[src/rtl/flyby_pkg.sv]
package flyby_pkg;

  typedef enum logic [1:0] {
    ST_IDLE = 2'd0,
    ST_BUS  = 2'd1,
    ST_GAP  = 2'd2
  } fb_state_e;

  localparam logic [1:0] SEL_ADDR = 2'd0;
  localparam logic [1:0] SEL_CNT  = 2'd1;
  localparam logic [1:0] SEL_CTRL = 2'd2;

  localparam logic [1:0] AM_FIXED = 2'd0;
  localparam logic [1:0] AM_INC   = 2'd1;
  localparam logic [1:0] AM_DEC   = 2'd2;

  typedef struct packed {
    logic       irq_en;
    logic [1:0] mode;
    logic [1:0] size;
    logic       dir;
    logic       en;
  } ctrl_t;

  // bytes moved per cycle for a size code; code 3 is treated as 4 bytes
  function automatic logic [31:0] unit_bytes(input logic [1:0] sz);
    case (sz)
      2'd0:    return 32'd1;
      2'd1:    return 32'd2;
      default: return 32'd4;
    endcase
  endfunction

  // address after one cycle for a given size and stepping mode
  function automatic logic [31:0] next_addr(input logic [31:0] a,
                                            input logic [1:0]  sz,
                                            input logic [1:0]  mode);
    case (mode)
      AM_INC:  return a + unit_bytes(sz);
      AM_DEC:  return a - unit_bytes(sz);
      default: return a;
    endcase
  endfunction

endpackage

[src/rtl/flyby_step.sv]
module flyby_step #(
  parameter int ADDR_W = 32
) (
  input  logic [ADDR_W-1:0] addr_q,
  input  logic [1:0]        size,
  input  logic [1:0]        mode,
  output logic [ADDR_W-1:0] addr_nxt
);
  logic [31:0] wide_cur;
  logic [31:0] wide_nxt;

  always_comb begin
    wide_cur = 32'(addr_q);
    wide_nxt = flyby_pkg::next_addr(wide_cur, size, mode);
    addr_nxt = wide_nxt[ADDR_W-1:0];
  end
endmodule

[src/rtl/flyby_seq.sv]
module flyby_seq #(
  parameter int CYC_LEN = 2,
  parameter int CNT_W   = 16
) (
  input  logic             clk,
  input  logic             rst_n,
  input  logic             dreq,
  input  logic             en,
  input  logic             dir,
  input  logic [CNT_W-1:0] cnt_q,
  output logic             dack,
  output logic             bus_cyc,
  output logic             mem_rd,
  output logic             mem_wr,
  output logic             cyc_end,
  output logic             busy,
  output logic             launch
);
  import flyby_pkg::*;

  localparam int WC_W = (CYC_LEN > 1) ? $clog2(CYC_LEN) : 1;
  localparam logic [WC_W-1:0] LAST_BEAT = WC_W'(CYC_LEN - 1);

  fb_state_e       state_q, state_d;
  logic [WC_W-1:0] beat_q;
  logic            dir_q;
  logic            last_beat;
  logic            more;
  logic            resume;

  assign last_beat = (beat_q == LAST_BEAT);
  assign cyc_end   = (state_q == ST_BUS) && last_beat;
  assign launch    = (state_q == ST_IDLE) && en && dreq && (cnt_q != '0);
  assign resume    = (state_q == ST_GAP) && en && (cnt_q != '0);
  // another cycle follows only if the request holds and units remain after this one
  assign more      = dreq && en && (cnt_q != CNT_W'(1));

  always_comb begin
    state_d = state_q;
    case (state_q)
      ST_IDLE: if (launch) state_d = ST_BUS;
      ST_BUS:  if (last_beat) state_d = more ? ST_GAP : ST_IDLE;
      ST_GAP:  state_d = resume ? ST_BUS : ST_IDLE;
      default: state_d = ST_IDLE;
    endcase
  end

  always_ff @(posedge clk or negedge rst_n) begin
    if (!rst_n) begin
      state_q <= ST_IDLE;
      beat_q  <= '0;
      dir_q   <= 1'b0;
    end else begin
      state_q <= state_d;
      if (state_q == ST_BUS && !last_beat) beat_q <= beat_q + 1'b1;
      else                                 beat_q <= '0;
      if (launch || resume) dir_q <= dir;
    end
  end

  assign dack    = (state_q == ST_BUS);
  assign bus_cyc = (state_q == ST_BUS);
  assign mem_wr  = (state_q == ST_BUS) && !dir_q;
  assign mem_rd  = (state_q == ST_BUS) && dir_q;
  assign busy    = (state_q != ST_IDLE);
endmodule

[src/rtl/flyby_regs.sv]
module flyby_regs #(
  parameter int ADDR_W = 32,
  parameter int CNT_W  = 16
) (
  input  logic              clk,
  input  logic              rst_n,
  input  logic              cfg_we,
  input  logic [1:0]        cfg_sel,
  input  logic [31:0]       cfg_wdata,
  output logic [31:0]       cfg_rdata,
  input  logic              busy,
  input  logic              cyc_end,
  input  logic [ADDR_W-1:0] addr_nxt,
  output logic [ADDR_W-1:0] addr_q,
  output logic [CNT_W-1:0]  cnt_q,
  output flyby_pkg::ctrl_t  ctrl_q,
  output logic              done_q
);
  import flyby_pkg::*;

  logic final_unit;
  assign final_unit = cyc_end && (cnt_q == CNT_W'(1));

  always_ff @(posedge clk or negedge rst_n) begin
    if (!rst_n) begin
      addr_q <= '0;
      cnt_q  <= '0;
      ctrl_q <= '0;
      done_q <= 1'b0;
    end else begin
      if (cyc_end) begin
        addr_q <= addr_nxt;
        cnt_q  <= cnt_q - 1'b1;
      end
      if (final_unit) begin
        ctrl_q.en <= 1'b0;
        done_q    <= 1'b1;
      end
      if (cfg_we) begin
        case (cfg_sel)
          SEL_ADDR: if (!busy) addr_q <= cfg_wdata[ADDR_W-1:0];
          SEL_CNT:  if (!busy) cnt_q  <= cfg_wdata[CNT_W-1:0];
          SEL_CTRL: begin
            ctrl_q <= cfg_wdata[6:0];
            if (cfg_wdata[7]) done_q <= 1'b0;
          end
          default: ;
        endcase
      end
    end
  end

  always_comb begin
    case (cfg_sel)
      SEL_ADDR: cfg_rdata = 32'(addr_q);
      SEL_CNT:  cfg_rdata = 32'(cnt_q);
      SEL_CTRL: cfg_rdata = {24'd0, done_q, ctrl_q};
      default:  cfg_rdata = 32'd0;
    endcase
  end
endmodule

[src/rtl/flyby_dma.sv]
module flyby_dma #(
  parameter int ADDR_W  = 32,
  parameter int CNT_W   = 16,
  parameter int CYC_LEN = 2
) (
  input  logic              clk,
  input  logic              rst_n,
  input  logic              cfg_we,
  input  logic [1:0]        cfg_sel,
  input  logic [31:0]       cfg_wdata,
  output logic [31:0]       cfg_rdata,
  input  logic              dreq,
  output logic              dack,
  output logic [ADDR_W-1:0] bus_addr,
  output logic              bus_cyc,
  output logic              mem_rd,
  output logic              mem_wr,
  output logic              done,
  output logic              irq
);
  import flyby_pkg::*;

  ctrl_t             ctrl_q;
  logic [ADDR_W-1:0] addr_q;
  logic [ADDR_W-1:0] addr_nxt;
  logic [CNT_W-1:0]  cnt_q;
  logic              done_q;
  logic              cyc_end;
  logic              busy;
  logic              launch;
  logic              en_w;

  assign en_w = ctrl_q.en;

  flyby_regs #(.ADDR_W(ADDR_W), .CNT_W(CNT_W)) u_regs (
    .clk(clk), .rst_n(rst_n), .cfg_we(cfg_we), .cfg_sel(cfg_sel),
    .cfg_wdata(cfg_wdata), .cfg_rdata(cfg_rdata), .busy(busy),
    .cyc_end(cyc_end), .addr_nxt(addr_nxt), .addr_q(addr_q),
    .cnt_q(cnt_q), .ctrl_q(ctrl_q), .done_q(done_q)
  );

  flyby_step #(.ADDR_W(ADDR_W)) u_step (
    .addr_q(addr_q), .size(ctrl_q.size), .mode(ctrl_q.mode),
    .addr_nxt(addr_nxt)
  );

  flyby_seq #(.CYC_LEN(CYC_LEN), .CNT_W(CNT_W)) u_seq (
    .clk(clk), .rst_n(rst_n), .dreq(dreq), .en(ctrl_q.en),
    .dir(ctrl_q.dir), .cnt_q(cnt_q), .dack(dack), .bus_cyc(bus_cyc),
    .mem_rd(mem_rd), .mem_wr(mem_wr), .cyc_end(cyc_end), .busy(busy),
    .launch(launch)
  );

  assign bus_addr = addr_q;
  assign done     = done_q;
  assign irq      = done_q && ctrl_q.irq_en;
endmodule

[config.mk]
export PLATFORM = sky130hd
export DESIGN_NAME = flyby_dma
export DESIGN_NICKNAME = d
export VERILOG_FILES = /design/src/rtl/flyby_pkg.sv /design/src/rtl/flyby_step.sv /design/src/rtl/flyby_seq.sv /design/src/rtl/flyby_regs.sv /design/src/rtl/flyby_dma.sv
export SDC_FILE = /design/constraint.sdc
export NUM_CORES = 1
export LEC_CHECK = 0
export ABC_AREA = 1
export BUFFER_PORTS_ARGS = -buffer_cell sky130_fd_sc_hd__buf_2
export CAP_MARGIN = 25
export CORE_ASPECT_RATIO = 1.2
export CORE_MARGIN = 2
export CORE_UTILIZATION = 52
export CTS_CLUSTER_DIAMETER = 60
export DETAILED_ROUTE_END_ITERATION = 8
export HOLD_SLACK_MARGIN = 0.02
export PLACE_DENSITY = 0.82
export SYNTH_ARGS = -nofsm -noshare
export SYNTH_HDL_FRONTEND = slang
export SYNTH_SLANG_ARGS = --single-unit
[constraint.sdc]
create_clock -name clk -period 2.75 [get_ports clk]
set_input_delay 0.55 -clock clk [delete_from_list [all_inputs] [get_ports clk]]
set_output_delay 0.55 -clock clk [all_outputs]
set_load 0.005 [all_outputs]
### Yosys cells after proc, flatten, opt, wreduce, memory -nomap -nowiden

Cells that the tools add are included.

* logic and storage cells: 75
* bits in registers: 60

* mux-type cells: 26
* $add $sub $neg: 4
* reductions and logical operators: 23
* equal/unequal tests: 11

Operator list (number)
* $mux W32: 6
* $pmux W32 S3: 1
* $mux W16: 4
* $pmux W32 S2: 1
* $add A32 B32 Y32: 1
* $sub A32 B32 Y32: 1
* $eq A16 B1 Y1 const B: 1
* $ne A16 B1 Y1 const B: 1
* $reduce_bool A16 Y1: 1
* $sub A16 B1 Y16 const B: 1
* $logic_and A1 B1 Y1: 13
* $mux W1: 9
* $eq A2 B1 Y1 const B: 4
* $eq A2 B2 Y1 const B: 3
* $logic_not A2 Y1: 3
* $mux W2: 3
* $pmux W2 S3: 1
* $pmux W3 S2: 1
* $ne A2 B1 Y1 const B: 2
* $reduce_and A2 Y1: 2
* $logic_not A1 Y1: 2
* $reduce_bool A2 Y1: 1
* $add A1 B1 Y1 const B: 1
* $logic_or A1 B1 Y1: 1

### Longest topological paths before layout

Gate-level depths: netlist of the first run.

* depth in word-level cells: 9
* depth in mapped cells: 18
* gate-level depth less buffers: 18

### Cells and area by module

From an unflattened synthesis of the first run, not the netlist that was laid out.

* cell total of the unflattened synthesis: 1087
* area total of the unflattened synthesis: 6339.8 um^2

By module, submodules not included
* flyby_regs: area each 3173.0 um^2, times used 1, cells each 446
* flyby_step: area each 2856.5 um^2, times used 1, cells each 594
* flyby_seq: area each 302.8 um^2, times used 1, cells each 45
* flyby_dma: area each 7.5 um^2, times used 1, cells each 2

### Least setup slack after synthesis of the first run

OpenSTA, ideal clock, no wires.

* kind: register -> register
* start: reg, netlist name u_regs.ctrl_q[4]
* end: reg u_regs.addr_q[15]
* data arrival time: 2526 ps
* stages on the path, launching flop included: 16
* path buffers: 0
* path slack: 91 ps
* path through: dfrtp_1 -> inv_1 -> ha_1 -> a21boi_0 -> ha_1 -> nand2_1 -> nand2_1 -> inv_1 -> nand2_1 -> nand2_1 -> nand2_1 -> nand2_1 -> nand2_1 -> xor2_1 -> o21ai_0 -> o21ai_0

* cells in the longest elaborated chain, start to end: 6

Ends and longest elaborated chain
* $eq A2 B2 Y1 / $eq A2 B1 Y1 (equally long branches)
* $pmux W32 S2 (*): line flyby_pkg.sv:38 `case (mode)`
* $mux W32 (*): line flyby_regs.sv:31 `if (cyc_end) begin`
* $mux W32: line flyby_regs.sv:41 `SEL_ADDR: if (!busy) addr_q <= cfg_wdata[ADDR_W-1:0];`
* $mux W32: line flyby_regs.sv:40 `case (cfg_sel)`
* $mux W32 (*): line flyby_regs.sv:39 `if (cfg_we) begin`
* end signal, assigned: line flyby_regs.sv:32 `addr_q <= addr_nxt;`
* end signal, assigned: line flyby_regs.sv:41
* end, declared: line flyby_regs.sv:14 `output logic [ADDR_W-1:0] addr_q,`

Mark *: on every way between the ends. The rest lies on a longest branch, timed or not.
A chain may end at the register's enable or synchronous reset.

### Final worst setup path of the first run

* start: reg, netlist name u_regs.ctrl_q[4]
* end: reg u_regs.addr_q[15]

* cells in the longest elaborated chain, start to end: 6

Ends and longest elaborated chain (line)
* $eq A2 B2 Y1 / $eq A2 B1 Y1 (equally long branches)
* $pmux W32 S2 (*): flyby_pkg.sv:38
* $mux W32 (*): flyby_regs.sv:31
* $mux W32: flyby_regs.sv:41
* $mux W32: flyby_regs.sv:40
* $mux W32 (*): flyby_regs.sv:39

Marks and branches as above.

==> metrics.md, run 1 <==
| Metric | Value |
|---|---|
| Number of port buffers | between 100 and 150 |
| Final number of hold-violating endpoints | 0 |
| Post-Synthesis Net Count | slightly above 1k |
| Total setup violations reported at the end of the flow | 0 |
| Number of warnings reported in the yosys synthesis log | 0 |
| Placed cell area | 6449 um2 |
| Basic-gate share of the synthesized area counting and, or, nand and nor cells | between 30% and 40% |
| Final-report max-slew violation count | 0 |
| Final critical-path required period | ~2500 ps |
| Adder-cell share of the synthesized area | between 7 and 8% |
| Share of the synthesized area in the top cell type | between 20% and 30% |
| RSZ-0062 raised after global routing | no |
| Setup TNS | 0 ps |
| Largest vdd supply drop | roughly 550 uV |
| Die width | 100.3 um |
| Initial standard-cell utilization of the core | between 50% and 60% |
| Vias in the first global route | ~6.1k |
| Reg2reg setup slack | about 250 ps |
| Die area | roughly 12000 um2 |
| Num Clock Sinks | 60 |
| Drt initial violations | roughly 360 |
| Area Growth Syn to Fin | 17.63% |
| Core occupancy in the finished layout | between 60 and 70% |
| Portion of netlist area occupied by mux cells | 0% |
| Required @ worst endpoint | 2950 ps |
| Count of pins on the block boundary | between 100 and 150 |
| Syn Std Cell Area | 5783 um2 |
| Share of final-layout standard cells stronger than drive strength 1 | ~15% |
| Total number of H-tree levels | 3 |
| First-pass iteration count of the detailed router | 5 |
| Area of all placed cells without fillers | 6803 um2 |
| Setup WS post-layout | 254.6 ps |
| NumNets Final | approximately 1.1k |
| Result of the run | complete, no violations |
| Core area | approximately 11000 um2 |
| Number of flops mapped to enable cells by yosys | 0 |
| Parity-gate share of the synthesized area counting xor and xnor cells | approximately 3.5% |
| Cell taking the most area after synthesis | sky130_fd_sc_hd__dfrtp_1 |
| Pwr per Cell Area | roughly 1100 nW/um2 |
| CTS tree | built |
| Number of antenna violations at the first check in global routing | 0 |
| Placed wire-length estimate | 13.47 mm |
| Final wirelength | approximately 17 mm |
| Worst setup timing slack at the placement stage | ~230 ps |
| Max-capacitance violation count | 0 |
| Global-route wire length before repair | roughly 29 mm |
| Share of flip-flops with an asynchronous set or reset after synthesis | 100.0% |
| Most used flip-flop cell after synthesis | sky130_fd_sc_hd__dfrtp_1 |
| Antenna-violating nets left | 0 |
| Mean area per synthesized cell | just over 6 um2 |
| DRC violations left | 0 |
| Most frequent cells after synthesis | sky130_fd_sc_hd__nand2_1 (291), sky130_fd_sc_hd__inv_1 (188), sky130_fd_sc_hd__nor2_1 (98), sky130_fd_sc_hd__a21oi_1 (68), sky130_fd_sc_hd__dfrtp_1 (60) |
| Static power due to leakage | 4.009 nW |
| Global-route total usage across every layer | 30.31% |
| WS Path Type | flip-flop to flip-flop |
| Maximum fanout along the worst path | 6 |
| Share of the clock period used by the worst path after layout | about nine tenths |
| Most instantiated library cell after synthesis | sky130_fd_sc_hd__nand2_1 |
| Total design power | a little over 7 mW |
| Die span in y | between 100 and 150 um |
| Share of the yosys chip area belonging to registers | 25.96% |
| Startpoint type of the worst setup path | flip-flop |
| Maximum clock frequency | between 400 and 500 MHz |
| Total gr overflow | 0 |
| Count of state elements after synthesis | 60 |
| Worst slew margin relative to its limit | roughly 47% |
| Clock buffers created by TritonCTS | 9 |
| Clock latency of the later-clocked register in the worst-skew pair | around 340 ps |
| Average via count per standard cell | 5.342 |
| Clock slew at the register clock pins of the worst setup and hold paths | 60 ps |
| Fraction of the mapped netlist area in compound gates | approximately 14% |
| Actual slew at the worst max-slew pin | 787.7 ps |
| Post-Synthesis Cells | between 900 and 1k |
| Number of library cell types mapped by synthesis | slightly above 40 |
| Total number of vias | 6384 |
| Critical path capture point type | flip-flop |
| Largest net degree at the start of global routing | between 40 and 50 |
| Arrival time reported for the critical path endpoint | between 2000 and 3000 ps |
| Hold crit path type | primary input to asynchronous set/reset pin |
| Clock Root Buffer | sky130_fd_sc_hd__clkbuf_16 |
| Combinational family with the most area after synthesis | simple AND/OR/NAND/NOR gates |
| Core Rows | 42 |
| Main area contributors after synthesis | sky130_fd_sc_hd__dfrtp_1 (26%), sky130_fd_sc_hd__nand2_1 (19%), sky130_fd_sc_hd__inv_1 (12%) |
| Ant diodes | 0 |
| Clock skew | around 7.5 ps |
| Wirelength per Cell | between 10 and 15 um |
| Final GP Congestion | a little under 1 |
| Max clock buf depth | 2 |
-- layout make-up --
cell class              count  area (um2)
flip-flops and latches     60        1501
repair buffers            116       615.6
clock inverters             7       123.9
inverters                 195       734.5
multi-input cells         676        3437
fillers                  1092        4128
clock buffers               9       225.2
well taps                 132       165.2
-- cell families (layout without fill, tap and decap cells) --
kind of cell / after synthesis / count (layout)
AO/OA/AOI/OAI: 145 / 145
AND/OR/NAND/NOR: 472 / 472
XOR/XNOR: 23 / 23
adder cells (fa/ha/maj): 36 / 36
flip-flops: 60 / 60
buffers and inverters: 213 / 327
-- path summary, 6_finish.rpt --
path | startpoint | end | cells past startpoint
setup / recovery | u_regs.ctrl_q[4]$_DFFE_PN0P_ | u_regs.addr_q[15]$_DFF_PN0_ | 15
hold / removal | rst_n | u_regs.addr_q[19]$_DFF_PN0_ | 1
setup reg to reg | u_regs.ctrl_q[4]$_DFFE_PN0P_ | u_regs.addr_q[15]$_DFF_PN0_ | 15
hold reg to reg | u_seq.beat_q$_DFF_PN0_ | u_seq.beat_q$_DFF_PN0_ | 1
max in group asynchronous | rst_n | u_regs.addr_q[11]$_DFF_PN0_ | 2
min in group clk | cfg_wdata[16] | u_regs.addr_q[16]$_DFF_PN0_ | 3
-- metrics by stage --
stage	hold WS [ps]	instances
floorplan	254.4	949
detailed placement	498.5	1179
global placement	490.9	1179
finish	177.8	1195
CTS	197.1	1195
global route	217.8	1195
-- cells in the final DEF (no fill, tap or decap), types with 4 or more instances in the layout --
cell / instances
sky130_fd_sc_hd__clkbuf_16: 9
sky130_fd_sc_hd__nand3_1: 54
sky130_fd_sc_hd__nand2_1: 290
sky130_fd_sc_hd__inv_1: 188
sky130_fd_sc_hd__buf_4: 8
sky130_fd_sc_hd__buf_2: 107
sky130_fd_sc_hd__o211ai_1: 4
sky130_fd_sc_hd__nand3b_1: 4
sky130_fd_sc_hd__xor2_1: 21
sky130_fd_sc_hd__nor2_1: 97
sky130_fd_sc_hd__ha_1: 35
sky130_fd_sc_hd__inv_2: 6
sky130_fd_sc_hd__o221ai_1: 6
sky130_fd_sc_hd__o22ai_1: 9
sky130_fd_sc_hd__o21ai_1: 11
sky130_fd_sc_hd__a21oi_1: 68
sky130_fd_sc_hd__o21ai_0: 35
sky130_fd_sc_hd__dfrtp_1: 60
sky130_fd_sc_hd__nor2_4: 4
sky130_fd_sc_hd__nor3_1: 7
-- timing repair --
item,CTS,global route
hold buffers,0,0
resized for setup,0,2
endpoints found under the setup margin,0,2
buffers inserted,0,0
endpoints found under the hold margin,0,0
-- critical path, stage by stage, from the launching register on --
cell                       delay, ps
sky130_fd_sc_hd__dfrtp_1         370
sky130_fd_sc_hd__inv_1           100
sky130_fd_sc_hd__ha_1            220
sky130_fd_sc_hd__a21boi_0        220
sky130_fd_sc_hd__ha_1            330
sky130_fd_sc_hd__nand2_1         100
sky130_fd_sc_hd__nand2_1          70
sky130_fd_sc_hd__inv_1            50
sky130_fd_sc_hd__nand2_1         130
sky130_fd_sc_hd__nand2_1          90
sky130_fd_sc_hd__nand2_1          90
sky130_fd_sc_hd__nand2_1          80
sky130_fd_sc_hd__nand2_1         100
sky130_fd_sc_hd__xor2_1          160
sky130_fd_sc_hd__o21ai_0         150
sky130_fd_sc_hd__o21ai_0         110
-- sequential cells by signal (all words and copies together), names as in the netlist --
| name | count |
|---|---|
| u_regs.cnt_q | 16 |
| u_regs.done_q | 1 |
| u_seq.state_q | 2 |
| u_regs.addr_q | 32 |
| u_seq.beat_q | 1 |
| u_regs.ctrl_q | 7 |
| u_seq.dir_q | 1 |
-- metal layers --
layer | GRT usage, % | wire, um | share of wire, % | up-vias
met2 | 51.55 | 8337 | 48 | 268
met1 | 36.60 | 7056 | 40 | 2857
met4 | 17.55 | 984 | 5.6 | 0
met5 | 0 | 0 | 0 | -
li1 | - | - | - | 3186
met3 | 3.553 | 1070 | 6.1 | 73
-- power breakdown --
part           internal (mW)  total [mW]  switching (mW)
Sequential              1.27        1.69           0.417
Combinational           1.53        4.11            2.59
Clock                  0.891        1.34           0.453
Total                   3.69        7.15            3.45
Note: power is estimated with default switching activity, not from simulation.
==> run 2: changes to the inputs <==
CORE_UTILIZATION = 53   (was 52)
CTS_BUF_LIST = sky130_fd_sc_hd__clkbuf_2 sky130_fd_sc_hd__clkbuf_4 sky130_fd_sc_hd__clkbuf_8   (was default)
PLACE_DENSITY = 0.84   (was 0.82)
==> metrics.md, run 2 (synthesized netlist as in run 1, its figures left out) <==
| Metric | Value |
|---|---|
| Result of the run | complete, no violations |
| Global-route wire length before repair | 28.59 mm (-0.27%) |
| WS Path Type | flip-flop to flip-flop |
| Final critical-path required period | 2482 ps (-13.82 ps) |
| Clock Root Buffer | sky130_fd_sc_hd__clkbuf_8 |
| Maximum clock frequency | 403.0 MHz (+0.56%) |
| Max-capacitance violation count | 0 (unchanged) |
| Busiest layer in global routing | met2 |
| Top cell by count, worst path | sky130_fd_sc_hd__nand2_1 |
| Area Growth Syn to Fin | 15.56% |
| Final number of hold-violating endpoints | 0 (unchanged) |
| Total number of vias | 6296 (-1.4%) |
| Origin of the critical flop-to-flop path | u_regs.ctrl_q[4]$_DFFE_PN0P_ |
| Share of final-layout standard cells stronger than drive strength 1 | 14.60% (-0.080 points) |
| Register with the most flip-flops | u_regs.addr_q |
| Slowest Stage Delay on Critical Path | 370 ps (about the same) |
| Share of the clock period used by the worst path after layout | 90.24% (-0.50 points) |
| RSZ-0062 raised after global routing | no |
| Clock buffers created by TritonCTS | 9 (unchanged) |
| Count of pins on the block boundary | 108 (unchanged) |
| Initial standard-cell utilization of the core | 54.72% (+1.8 points) |
| First-pass iteration count of the detailed router | 5 (unchanged) |
| Met3 capacity usage during global routing | 4.199% (+0.65 points) |
| Critical path capture point type | flip-flop |
| Core area | 10570 um2 (-3.3%) |
| Setup TNS | 0 ps (unchanged) |
| Net load switching power | 3.367 mW (-2.5%) |
| Worst path cell trace | inv_1 > ha_2 > a21boi_0 > ha_1 > nand2_1 > nand2_1 > inv_1 > nand2_1 > nand2_1 > nand2_1 > nand2_1 > nand2_1 > xor2_1 > o21ai_0 > o21ai_0 |
| Die span in y | 118.4 um (-0.92%) |
| Met1 Use GR | 36.06% (-0.54 points) |
| Largest net degree at the start of global routing | 48 (unchanged) |
| Number of port buffers | 107 (unchanged) |
| Final-report max-slew violation count | 0 (unchanged) |
| Post-CTS Setup Bufs | 0 (unchanged) |
| Final wirelength | 17.20 mm (-1.4%) |
| Drt initial violations | 356 (-1.4%) |
| Final GP Congestion | 1.021 (+4.4%) |
| NumNets Final | 1131 (-0.088%) |
| Part of the total power dissipated in sequential elements | 24.9% (+1.3 points) |
| Worst slew margin relative to its limit | 48.71% (+1.3 points) |
| Num Clock Sinks | 60 (unchanged) |
| Vias in the first global route | 6097 (-0.55%) |
| Most frequent cells in the layout | sky130_fd_sc_hd__nand2_1 (290), sky130_fd_sc_hd__inv_1 (188), sky130_fd_sc_hd__buf_2 (107) |
| Pwr per Cell Area | 1012 nW/um2 (-3.7%) |
| Number of antenna violations at the first check in global routing | 0 (unchanged) |
| Clock Power Share | 14.5% (-4.3 points) |
| Core Rows | 41 (-2.4%) |
| Global-route total usage across every layer | 30.19% (-0.12 points) |
| Clock skew | 9.696 ps (+2.226 ps) |
| Combinational cell fraction of total power | 60.5% (+2.9 points) |
| Global-route track usage on met2 | 52.83% (+1.3 points) |
| Arrival time reported for the critical path endpoint | 2700 ps (about the same) |
| Leading cell type in the layout, fill and taps excluded | sky130_fd_sc_hd__nand2_1 |
| Actual slew at the worst max-slew pin | 768.2 ps (-19.49 ps) |
| Worst setup path start | u_regs.ctrl_q[4]$_DFFE_PN0P_ |
| Total number of H-tree levels | 3 (unchanged) |
| Hold crit path type | primary input to asynchronous set/reset pin |
| Hold bufs inserted after CTS | 0 (unchanged) |
| Largest vdd supply drop | 431.0 uV (-21%) |
| Max reg flops | 32 (unchanged) |
| Total gr overflow | 0 (unchanged) |
| Placed cells | 1175 (-0.34%) |
| DRC violations left | 0 (unchanged) |
| Clock slew at the register clock pins of the worst setup and hold paths | 80 ps (+20 ps) |
| Required @ worst endpoint | 2960 ps (about the same) |
| Number of standard cells in the final layout excluding fillers | 1191 (-0.33%) |
| Average via count per standard cell | 5.286 (-1.0%) |
| Wirelength per Cell | 14.44 um (-1.1%) |
| Max clock buf depth | 2 (unchanged) |
| Placed wire-length estimate | 13.57 mm (+0.72%) |
| Cell-internal power | 3.393 mW (-8.1%) |
| Switching Share | 49.81% (+1.5 points) |
| Antenna-violating nets left | 0 (unchanged) |
| Die width | 99.36 um (-0.91%) |
| Maximum fanout along the worst path | 6 (unchanged) |
| CTS tree | built |
| Biggest registers after layout | u_regs.addr_q: 32 flops, u_regs.cnt_q: 16 flops, u_regs.ctrl_q: 7 flops |
| Clock latency of the later-clocked register in the worst-skew pair | 360 ps (+20 ps) |
| Static power due to leakage | 3.955 nW (-1.3%) |
| Total setup violations reported at the end of the flow | 0 (unchanged) |
| Standard cell with the maximum stage delay on the critical path | sky130_fd_sc_hd__dfrtp_1 |
| Ant diodes | 0 (unchanged) |
| Startpoint type of the worst setup path | flip-flop |
| Die area | 11770 um2 (-1.8%) |
-- run 2: cell type report --
class                           instances  area, um2
Clock inverter                          3      67.56
Inverter                              195      734.5
Sequential cell                        60       1501
Tap cell                              129      161.4
Clock buffer                           13      172.7
Fill cell                            1051       3885
Timing Repair Buffer                  115      608.1
Multi-Input combinational cell        676       3437
-- run 2: worst paths after layout --
path,to,slack [ps],cells after the start
max reg2reg,u_regs.addr_q[15]$_DFF_PN0_,270,15
max in group asynchronous,u_regs.addr_q[28]$_DFF_PN0_,1890,2
min reg2reg,u_seq.beat_q$_DFF_PN0_,510,1
min in group clk,u_regs.addr_q[16]$_DFF_PN0_,400,3
min,u_seq.beat_q$_DFF_PN0_,170,1
max,u_regs.addr_q[15]$_DFF_PN0_,270,15
-- run 2: critical path, delay by kind of cell (launching register included) --
family | cells | cell delay, ps
and+or+nand+nor | 7 | 620
adders and majority gates | 2 | 550
AOI/OAI and AO/OA | 3 | 460
DFF | 1 | 370
buffers and inverters | 2 | 160
xor gates and xnor gates | 1 | 160
-- run 2: per-layer routing --
metal | up-vias | wire, um
li1 | 3176 | -
met1 | 2856 | 6946
met2 | 219 | 8582
met3 | 45 | 1023
met4 | 0 | 647
met5 | - | 0
-- run 2: power groups by stage --
stage | Sequential [mW] | Combinational (mW) | Clock [mW]
floorplan | 1.61 | 2.90 | 0
global placement | 1.69 | 3.97 | 0
detailed placement | 1.70 | 4.02 | 0
CTS | 1.68 | 4.05 | 0.992
global route | 1.74 | 4.69 | 1.04
finish | 1.68 | 4.09 | 0.983
-- run 2: metrics by stage --
stage	setup slack [ps]	power [mW]	hold WS (ps)	util, %	cell area [um2]
global route	10.56	7.460	203.7	63.24	6683
finish	268.4	6.760	171.0	63.24	6683
CTS	257.3	6.727	167.5	63.19	6678
floorplan	91.04	4.511	254.4	-	5783
detailed placement	281.3	5.718	500.1	60.92	6437
global placement	356.5	5.662	493.7	60.92	6437
-- run 2: repair_timing --
action / CTS / global route
endpoints found under the hold margin: 0 / 0
resized for setup: 0 / 2
setup endpoints to repair: 0 / 2
==> run 3: changes to the inputs <==
BUFFER_PORTS_ARGS = -buffer_cell sky130_fd_sc_hd__clkbuf_2   (was -buffer_cell sky130_fd_sc_hd__buf_2)
==> metrics.md, run 3 (synthesized netlist as in run 1, its figures left out) <==
| Metric | Value |
|---|---|
| Result of the run | complete, no violations |
| Final number of hold-violating endpoints | 0 (unchanged) |
| NumNets Final | 1130 (-0.088%) |
| Maximum fanout along the worst path | 6 (unchanged) |
| Arrival time reported for the critical path endpoint | 2830 ps (+130 ps) |
| DRC violations left | 0 (unchanged) |
| RSZ-0062 raised after global routing | no |
| Largest net degree at the start of global routing | 61 (+27%) |
| Top routing layer used | met4 |
| Met2 wire len | 8.351 mm (-2.7%) |
| Worst slew margin relative to its limit | 48.58% (-0.13 points) |
| Total design power | 6.723 mW (-0.54%) |
| Antenna-violating nets left | 0 (unchanged) |
| Total setup violations reported at the end of the flow | 0 (unchanged) |
| Area Growth Syn to Fin | 15.34% |
| Share of final-layout standard cells stronger than drive strength 1 | 14.42% (-0.17 points) |
| Pwr per Cell Area | 1008 nW/um2 (-0.35%) |
| Total number of vias | 6353 (+0.91%) |
| WS Path Type | flip-flop to flip-flop |
| Initial standard-cell utilization of the core | 54.72% (unchanged) |
| Final wirelength | 17.12 mm (-0.45%) |
| Final-report max-slew violation count | 0 (unchanged) |
| Critical path capture point type | flip-flop |
| Leading cell type in the layout, fill and taps excluded | sky130_fd_sc_hd__nand2_1 |
| Startpoint type of the worst setup path | flip-flop |
| Cell-internal power | 3.310 mW (-2.4%) |
| Clock latency of the later-clocked register in the worst-skew pair | 370 ps (about the same) |
| Register with the most flip-flops | u_regs.addr_q |
| Share of the clock period used by the worst path after layout | 93.65% (+3.4 points) |
| Clock buffers created by TritonCTS | 9 (unchanged) |
| Die width | 99.36 um (unchanged) |
| Largest vdd supply drop | 491.9 uV (+14%) |
| Clock Power Share | 14.0% (-0.5 points) |
| Reg-to-Reg End | u_regs.addr_q[13]$_DFF_PN0_ |
| Fillcell total | 1052 (+0.095%) |
| Core occupancy in the finished layout | 63.12% (-0.12 points) |
| Area taken by flip-flops and latches | 1501 um2 (unchanged) |
| Total number of H-tree levels | 3 (unchanged) |
| Placed wire-length estimate | 13.33 mm (-1.8%) |
| Net load switching power | 3.413 mW (+1.4%) |
| Average via count per standard cell | 5.339 (+0.99%) |
| Final GP Congestion | 0.9997 (-2.1%) |
| Required @ worst endpoint | 3000 ps (+40 ps) |
| DR WL met3 | 1.150 mm (+12%) |
| CTS tree | built |
| First-pass iteration count of the detailed router | 7 (+2) |
| Vias in the first global route | 6144 (+0.77%) |
| Clock skew | 8.186 ps (-1.510 ps) |
| Number of port buffers | 107 (unchanged) |
| Die span in y | 118.4 um (unchanged) |
| Core area | 10570 um2 (unchanged) |
| Worst setup path start | u_regs.ctrl_q[4]$_DFFE_PN0P_ |
| Global-route total usage across every layer | 29.92% (-0.27 points) |
| Combinational cell fraction of total power | 60.8% (+0.3 points) |
| Global-route wire length before repair | 28.35 mm (-0.84%) |
| Count of pins on the block boundary | 108 (unchanged) |
| Final critical-path required period | 2575 ps (+93.84 ps) |
| Depth of the worst register-to-register path | 15 (unchanged) |
| Actual slew at the worst max-slew pin | 770.2 ps (+1.995 ps) |
| Die area | 11770 um2 (unchanged) |
| Setup TNS | 0 ps (unchanged) |
| Drt initial violations | 380 (+6.7%) |
| Reg2reg setup slack | 170 ps (-90 ps) |
| Core Rows | 41 (unchanged) |
| Most frequent cells in the layout | sky130_fd_sc_hd__nand2_1 (291), sky130_fd_sc_hd__inv_1 (188), sky130_fd_sc_hd__clkbuf_2 (107) |
| Max-capacitance violation count | 0 (unchanged) |
| Max reg flops | 32 (unchanged) |
| Part of the total power dissipated in sequential elements | 25.2% (+0.3 points) |
| Max clock buf depth | 2 (unchanged) |
| Num Clock Sinks | 60 (unchanged) |
| Origin of the critical flop-to-flop path | u_regs.ctrl_q[4]$_DFFE_PN0P_ |
| Hold crit path type | primary input to asynchronous set/reset pin |
| Ant diodes | 0 (unchanged) |
| Switching Share | 50.76% (+0.95 points) |
| Clock Root Buffer | sky130_fd_sc_hd__clkbuf_8 |
| Static power due to leakage | 3.951 nW (about the same) |
| Biggest registers after layout | u_regs.addr_q: 32 flops, u_regs.cnt_q: 16 flops, u_regs.ctrl_q: 7 flops |
| Clock slew at the register clock pins of the worst setup and hold paths | 80 ps (about the same) |
| Total area of multi-input combinational cells | 3437 um2 (unchanged) |
| Total gr overflow | 0 (unchanged) |
| Number of antenna violations at the first check in global routing | 0 (unchanged) |
| Maximum clock frequency | 388.3 MHz (-3.6%) |
| DRT met1 WL | 6.753 mm (-2.8%) |
| Wirelength per Cell | 14.39 um (-0.37%) |
-- run 3: changes by cell type in the layout (fill, tap and decap cells not counted), sizes merged --
cell and change:
clkinv +2, inv +2, buf -108, clkbuf +103
-- run 3: layout make-up --
cell class,instances,share of cell area (%)
Multi-Input combinational cell,676,51.53
Inverter,195,11.01
Sequential cell,60,22.51
Timing Repair Buffer,114,9.192
Clock inverter,7,1.482
Clock buffer,9,1.857
Tap cell,129,2.420
-- run 3: layer usage --
metal / vias to the layer above / track usage [%]
li1: 3183 / -
met1: 2862 / 34.90
met2: 252 / 51.69
met3: 56 / 4.849
met4: 0 / 16.27
met5: - / 0
-- run 3: worst max path at each step --
| stage | to | slack (ps) | cells after the start |
|---|---|---|---|
| floorplan | u_regs.addr_q[15]$_DFF_PN0_ | 90 | 15 |
| global placement | u_regs.addr_q[13]$_DFF_PN0_ | 320 | 13 |
| detailed placement | u_regs.addr_q[13]$_DFF_PN0_ | 240 | 15 |
| CTS | u_regs.addr_q[13]$_DFF_PN0_ | 220 | 15 |
| global route | u_regs.addr_q[13]$_DFF_PN0_ | 30 | 15 |
| finish | u_regs.addr_q[13]$_DFF_PN0_ | 170 | 15 |
-- run 3: worst max-delay path, cell delays in order (launching register included) --
cell and delay [ps]:
sky130_fd_sc_hd__dfrtp_1 380, sky130_fd_sc_hd__inv_1 110, sky130_fd_sc_hd__ha_1 220, sky130_fd_sc_hd__a21boi_0 230, sky130_fd_sc_hd__ha_1 330, sky130_fd_sc_hd__nand2_1 90, sky130_fd_sc_hd__nand2_1 60, sky130_fd_sc_hd__inv_1 50
sky130_fd_sc_hd__nand2_1 110, sky130_fd_sc_hd__nand2_1 90, sky130_fd_sc_hd__nand2_1 70, sky130_fd_sc_hd__nand2_1 60, sky130_fd_sc_hd__nand2_1 200, sky130_fd_sc_hd__xor2_1 220, sky130_fd_sc_hd__o21ai_0 160, sky130_fd_sc_hd__nand2_1 70
-- run 3: per-stage QoR --
step           instance area (um2)  setup slack (ps)  instances  hold WS [ps]
6_report                      6670             174.6       1190         190.8
2_1_floorplan                 5783             91.04        949         254.4
4_1_cts                       6665             216.4       1190         196.7
3_3_place_gp                  6442             319.8       1174         491.4
5_1_grt                       6670             31.34       1190         213.4
3_5_place_dp                  6442             238.1       1174         498.6
-- run 3: repair_timing --
| item | in CTS | in global routing |
|---|---|---|
| gates resized for setup | 0 | 1 |
| endpoints found under the setup margin | 0 | 2 |
| hold buffers | 0 | 0 |
| buffers inserted | 0 | 0 |
-- run 3: power groups by stage --
stage	Sequential (mW)	Combinational (mW)	Clock (mW)
CTS	1.69	4.06	0.948
global placement	1.70	3.96	0
finish	1.69	4.09	0.941
global route	1.75	4.66	0.995
detailed placement	1.70	4.03	0
floorplan	1.61	2.90	0
